==> src/rtl/mem_err_pkg.sv <==
package mem_err_pkg;
  parameter int unsigned ADDR_W   = 27;
  parameter int unsigned ECC_W    = 7;
  parameter int unsigned REG_W    = 32;
  parameter int unsigned NUM_HALF = 2;

  localparam int unsigned HALF_W = 2 * ECC_W + 2;
  localparam int unsigned PAD_W  = REG_W - 4 - ADDR_W;

  typedef struct packed {
    logic             vld;
    logic [ECC_W-1:0] chk;
    logic             sng;
    logic [ECC_W-1:0] syn;
  } half_t;
endpackage

==> src/rtl/mem_err_addr_reg.sv <==
module mem_err_addr_reg
  import mem_err_pkg::*;
(
  input  logic              clk_i,
  input  logic              rst_ni,
  input  logic              clr_i,
  input  logic              cap_i,
  input  logic              cpu_i,
  input  logic              wr_i,
  input  logic              ecc_i,
  input  logic [ADDR_W-1:0] addr_i,
  output logic [REG_W-1:0]  q_o,
  output logic              valid_o
);
  logic [REG_W-1:0] q;

  always_ff @(posedge clk_i or negedge rst_ni) begin
    if (!rst_ni) begin
      q <= '0;
    end else if (clr_i) begin
      q <= '0;
    end else if (cap_i && !q[REG_W-1]) begin
      q <= {1'b1, cpu_i, wr_i, ecc_i, {PAD_W{1'b0}}, addr_i};
    end
  end

  assign q_o     = q;
  assign valid_o = q[REG_W-1];
endmodule

==> src/rtl/mem_err_syn_half.sv <==
module mem_err_syn_half
  import mem_err_pkg::*;
(
  input  logic  clk_i,
  input  logic  rst_ni,
  input  logic  clr_i,
  input  logic  upd_i,
  input  half_t d_i,
  output half_t q_o
);
  half_t q;

  always_ff @(posedge clk_i or negedge rst_ni) begin
    if (!rst_ni) begin
      q <= '0;
    end else if (clr_i) begin
      q <= '0;
    end else if (upd_i) begin
      q <= d_i;
    end
  end

  assign q_o = q;
endmodule

==> src/rtl/mem_err_log.sv <==
module mem_err_log
  import mem_err_pkg::*;
(
  input  logic              clk_i,
  input  logic              rst_ni,
  input  logic              txn_valid_i,
  input  logic              txn_err_i,
  input  logic              txn_cpu_i,
  input  logic              txn_write_i,
  input  logic              txn_ecc_i,
  input  logic [ADDR_W-1:0] txn_addr_i,
  input  logic              hi_vld_i,
  input  logic [ECC_W-1:0]  hi_chk_i,
  input  logic              hi_sng_i,
  input  logic [ECC_W-1:0]  hi_syn_i,
  input  logic              lo_vld_i,
  input  logic [ECC_W-1:0]  lo_chk_i,
  input  logic              lo_sng_i,
  input  logic [ECC_W-1:0]  lo_syn_i,
  input  logic              reg_we_i,
  input  logic              reg_sel_i,
  output logic [REG_W-1:0]  reg_rdata_o,
  output logic              irq_o
);
  logic [REG_W-1:0] addr_q;
  logic [REG_W-1:0] syn_q;
  logic             err_valid;
  logic             clr_addr, clr_syn, syn_upd;
  half_t            half_d [NUM_HALF];
  half_t            half_q [NUM_HALF];

  assign clr_addr = reg_we_i && !reg_sel_i;
  assign clr_syn  = reg_we_i && reg_sel_i;
  // tracking uses the registered valid, so the faulting read itself is captured
  assign syn_upd  = txn_valid_i && !txn_write_i && !err_valid;

  assign half_d[0] = '{vld: lo_vld_i, chk: lo_chk_i, sng: lo_sng_i, syn: lo_syn_i};
  assign half_d[1] = '{vld: hi_vld_i, chk: hi_chk_i, sng: hi_sng_i, syn: hi_syn_i};

  mem_err_addr_reg i_addr_reg (
    .clk_i   (clk_i),
    .rst_ni  (rst_ni),
    .clr_i   (clr_addr),
    .cap_i   (txn_valid_i && txn_err_i),
    .cpu_i   (txn_cpu_i),
    .wr_i    (txn_write_i),
    .ecc_i   (txn_ecc_i),
    .addr_i  (txn_addr_i),
    .q_o     (addr_q),
    .valid_o (err_valid)
  );

  for (genvar g = 0; g < NUM_HALF; g++) begin : g_half
    mem_err_syn_half i_half (
      .clk_i  (clk_i),
      .rst_ni (rst_ni),
      .clr_i  (clr_syn),
      .upd_i  (syn_upd),
      .d_i    (half_d[g]),
      .q_o    (half_q[g])
    );
    assign syn_q[g*HALF_W +: HALF_W] = half_q[g];
  end

  assign reg_rdata_o = reg_sel_i ? syn_q : addr_q;
  assign irq_o       = err_valid;
endmodule

==> config.mk <==
export PLATFORM = sky130hd
export DESIGN_NAME = mem_err_log
export DESIGN_NICKNAME = d
export VERILOG_FILES = /design/src/rtl/mem_err_pkg.sv /design/src/rtl/mem_err_addr_reg.sv /design/src/rtl/mem_err_syn_half.sv /design/src/rtl/mem_err_log.sv
export SDC_FILE = /design/constraint.sdc
export NUM_CORES = 1
export LEC_CHECK = 0
export BUFFER_PORTS_ARGS = -buffer_cell sky130_fd_sc_hd__buf_2
export CAP_MARGIN = 25
export CORE_MARGIN = 4
export CORE_UTILIZATION = 50
export CTS_CLUSTER_SIZE = 20
export DETAILED_ROUTE_END_ITERATION = 12
export GPL_TIMING_DRIVEN = 0
export PLACE_DENSITY = 0.83
export SETUP_SLACK_MARGIN = 0.2
export SLEW_MARGIN = 30
export SYNTH_ARGS = -nofsm -noshare
export SYNTH_HDL_FRONTEND = slang
export SYNTH_SLANG_ARGS = --single-unit
==> constraint.sdc <==
create_clock -name clk_i -period 1.4 [get_ports clk_i]
set_input_delay 0.07 -clock clk_i [delete_from_list [all_inputs] [get_ports clk_i]]
set_output_delay 0.07 -clock clk_i [all_outputs]
set_load 0.05 [all_outputs]
Word level (Yosys, flattened, before mapping)
Index checks and enable logic that the tools add are counted.
{"block": "word_totals", "regBits": 64, "inputBits": 68, "word_cells": 27}
{"block": "classes", "muxes": 7, "reduce_logical": 11}
{"operator": "two-way mux 32 bit", "count": 3}
{"operator": "two-way mux 16 bit", "count": 4}
{"operator": "logical AND 1 bit", "count": 6}
{"operator": "nonzero test 2 bit", "count": 2}
{"operator": "logical NOT 1 bit", "count": 3}

Depth between registers and ports, before layout
{"block": "logic_depth", "ltp_word": 5, "mapped_depth": 5, "ltp_nobuf": 3}

Cells and area by module
A second synthesis with hierarchy kept.
{"block": "hier_totals", "cells_unflattened": 286, "area_unflattened_um2": 3444.6}
{"module": "mem_err_addr_reg", "instances": 1, "cells_each": 142, "area_each_um2": 1565.3}
{"module": "mem_err_syn_half", "instances": 2, "cells_each": 52, "area_each_um2": 660.6}
{"module": "mem_err_log", "instances": 1, "cells_each": 40, "area_each_um2": 558.0}

Worst setup path after synthesis
OpenSTA, ideal clock, no wires.
{"block": "synth_path", "path_kind": "register -> register", "from": "register i_addr_reg.q[31], in the netlist i_addr_reg.q_o[31]", "to": "register g_half[0].i_half.q (netlist bit g_half[0].i_half.q_o[15])", "setup_ps": 129, "arrival_ps": 1403, "required_time_ps": 1271, "slack_ps": -131, "stages_incl_launch_ff": 6, "n_path_buf": 2, "cell_sequence": "dfrtp_1 -> or3b_1 -> buf_2 -> buf_6 -> nand2_2 -> a21oi_2"}
{"block": "synth_between", "elab_chain_len": 3}
{"element": "start, declared", "line_no": "mem_err_addr_reg.sv:15", "source": "logic [REG_W-1:0] q;"}
{"element": "start signal, assigned", "line_no": "mem_err_addr_reg.sv:23", "source": "q <= {1'b1, cpu_i, wr_i, ecc_i, {PAD_W{1'b0}}, addr_i};"}
{"element": "logical NOT 1 bit", "line_no": "mem_err_log.sv:35", "source": "assign syn_upd = txn_valid_i && !txn_write_i && !err_valid;"}
{"element": "logical AND 1 bit", "line_no": "mem_err_log.sv:35"}
{"element": "nonzero test 2 bit (no source line)"}
{"element": "end signal, assigned", "line_no": "mem_err_syn_half.sv:19", "source": "q <= d_i;"}
{"element": "end, declared", "line_no": "mem_err_syn_half.sv:11", "source": "half_t q;"}
Every way passes these cells.
A chain may end at the register's enable or synchronous reset.

Final worst setup path
{"block": "layout_path", "from": "register i_addr_reg.q[31], in the netlist i_addr_reg.q_o[31]", "to": "register g_half[0].i_half.q (netlist bit g_half[0].i_half.q_o[6])"}
Same word-level chain as after synthesis.

==> out/metrics.csv <==
metric;value;unit
fin area;5270;µm²
Slew Limit Fails;0;
Area growth syn-to-layout;78.1;%
Placed Area;3560;µm²
Initial Utilization;52.5;%
Max Clk Rate;0.689;GHz
DRC viols;0;
cell area power density;1080;nW/µm²
slew at the pin with the worst max-slew slack;0.807;ns
antenna viol nets, final;0;
crit path time final;1.45;ns
Place WS;0.0272;ns
status;finished, violations left;
RePlAce Congestion;0.812;
aggregate global-route resource usage;30.2;%
register area share after synthesis;53.2;%
unrepaired setup endpoints after global routing;yes;
most common cell after layout, fill and taps aside;nand2_1;
clk_lat worst skew;0.35;ns
Fin Clk Skew;0.00751;ns
FP Rows;27;
chip height;85.0;µm
Hold Path Class;input pin to register;
# Max-Cap Violations;0;
vias in the first global route;3388;
crit-path max FO;10;
Peak VDD IR;799;µV
# diodes;0;
htree depth;3;
CTS Buf Count;9;
cell count after placement;484;
WP data arrival;1.65;ns
Routed WL;13200;µm
hold path startpoint;txn_write_i;
clk buf depth;2;
fin cells;606;
full die area;7220;µm²
I/O pins;101;
first-pass GRT wire length;16700;µm
worst hold path depth;3;
Distinct cells, synth;16;
final-report setup violation count;35;
largest net degree at the start of global routing;64;
period utilization;104;%
First DRT Iteration DRCs;307;
initial antenna violation count;0;
share of post-route cells with drive strength above 1;47.2;%
core footprint;5640;µm²
CP Cell Sequence;or3b_4 -> buf_6 -> buf_8 -> nand2_2 -> a21oi_1;
Die X;85.0;µm
CTS Sinks;63;
Reg2Reg Depth;5;
Final Hold Viols;0;
Setup CP Type;register to register;
CTS tree;yes;
crit path max-delay cell type;dfrtp_2;
Vias;3510;
Mapped Area;2960;µm²
post-synth net total;381;
Root Buffer;clkbuf_8;
violated checks;negative setup slack;
Port Buffers;99;
total overflow reported by the global router;0;
number of synthesis warnings;0;
HPWL Detailed;5250;µm
Vias/cell;5.79;
commonest non-fill, non-tap cells in the layout;nand2_1 (109), buf_2 (72), dfrtp_1 (62), dlygate4sd3_1 (62), buf_4 (48);
WHS Endpoint;i_addr_reg.q_o[29];
WL per Instance;21.8;µm
Pre-antenna DRT Iters;5;
LEAKAGE;2.56;nW
flop2flop setup slack;-0.05;ns
Rel. slew slack;46.2;%
endpoint type of the worst setup path;register;
CP peak stage delay;0.46;ns
Crit Reg-Reg Startpoint;i_addr_reg.q_o[31];
Final nets;597;
Synth Area per Inst;9.46;µm²
required time of the critical path;1.59;ns
synthesized instance count;313;
#FFs+latches synth;63;
reg2reg end;g_half[0].i_half.q_o[6];
Setup WS post-layout;-0.0519;ns
clk slew on worst S/H paths;0.07;ns
CP Launch Type;register;
## routing by layer
metal	up-vias	global-route usage (%)	share of wire, %
met2	287	54.9	51
met3	81	4.37	7.8
li1	1454	-	-
met1	1688	33.6	35
met4	0	16.8	6.3
met5	-	0	0
## cells in the mapped netlist (all sizes together)
master	count	area (µm²)
and2	2	12.5
buf	19	114
nand3b	1	7.51
dfrtp	63	1580
nor2b	1	6.26
and3b	1	8.76
nor3b	1	12.5
a21oi	63	353
clkbuf	5	18.8
nand2	124	490
nor2	1	3.75
or3b	1	8.76
mux2	31	349
## repair_timing
item / CTS / global route
gates cloned: 1 / 0
hold buffers: 62 / 0
pin swaps: 0 / 0
resized for setup: 100 / 66
hold endpoints to repair: 124 / 0
setup endpoints to repair: 88 / 93
buffers inserted: 15 / 28
## registers in the layout, summed over array words and instances, names as in the netlist
signal	count
g_half.i_half.q_o	32
i_addr_reg.q_o	31
## area by class of cell
cell class                 instances  area [µm²]
clock buffer                      13         169
multi-input combinational        226        1440
tap                               72        90.1
buffer                            24         184
sequential                        63        1580
fill                             162         368
clock inverter                     3        40.0
timing repair buffer             205        1770
## critical path: cells and delay by family (launching register included)
| kind | cells | cell delay, ns |
|---|---|---|
| flip-flops | 1 | 0.46 |
| AND/OR/NAND/NOR | 2 | 0.47 |
| buffers and inverters | 2 | 0.28 |
| AO/OA/AOI/OAI | 1 | 0.08 |
## how the worst max path moves through the flow
stage	start	endpoint	depth (start not counted)
after detailed placement	i_addr_reg.q_o[31]	g_half[1].i_half.q_o[6]	4
after CTS	i_addr_reg.q_o[31]	g_half[0].i_half.q_o[12]	5
after global routing	i_addr_reg.q_o[31]	g_half[0].i_half.q_o[10]	4
after global placement	rst_ni	i_addr_reg.q_o[31]	1
final	i_addr_reg.q_o[31]	g_half[0].i_half.q_o[6]	5
after floorplan	i_addr_reg.q_o[31]	g_half[0].i_half.q_o[15]	5
## power by group
part           internal, mW  switching (mW)
registers              1.99           0.119
clock network         0.963           0.726
logic                 0.905           0.995
total                  3.86            1.84
## kinds of logic (layout without fill, tap and decap cells)
logic type / after synthesis / in the layout / share of synthesized area [%]
AO/OA/AOI/OAI: 63 / 63 / 11.9
buffers and inverters: 24 / 245 / 4.48
flip-flops: 63 / 63 / 53.2
multiplexers: 31 / 31 / 11.8
AND/OR/NAND/NOR: 132 / 132 / 18.6
## metrics by stage
stage | hold WS, ns | total power [mW] | TNS, ns | utilization [%]
finish | 0.0365 | 5.70 | -0.799 | 93.5
global route | 0.0374 | 5.84 | -2.84 | 93.5
CTS | 0.0217 | 5.28 | 0 | 85.7
detailed placement | 0.200 | 3.22 | 0 | 63.1
global placement | 0.307 | 3.20 | -0.0260 | 63.1
floorplan | -0.226 | 2.89 | -0.408 | -
(Power assumes the default switching activity.)
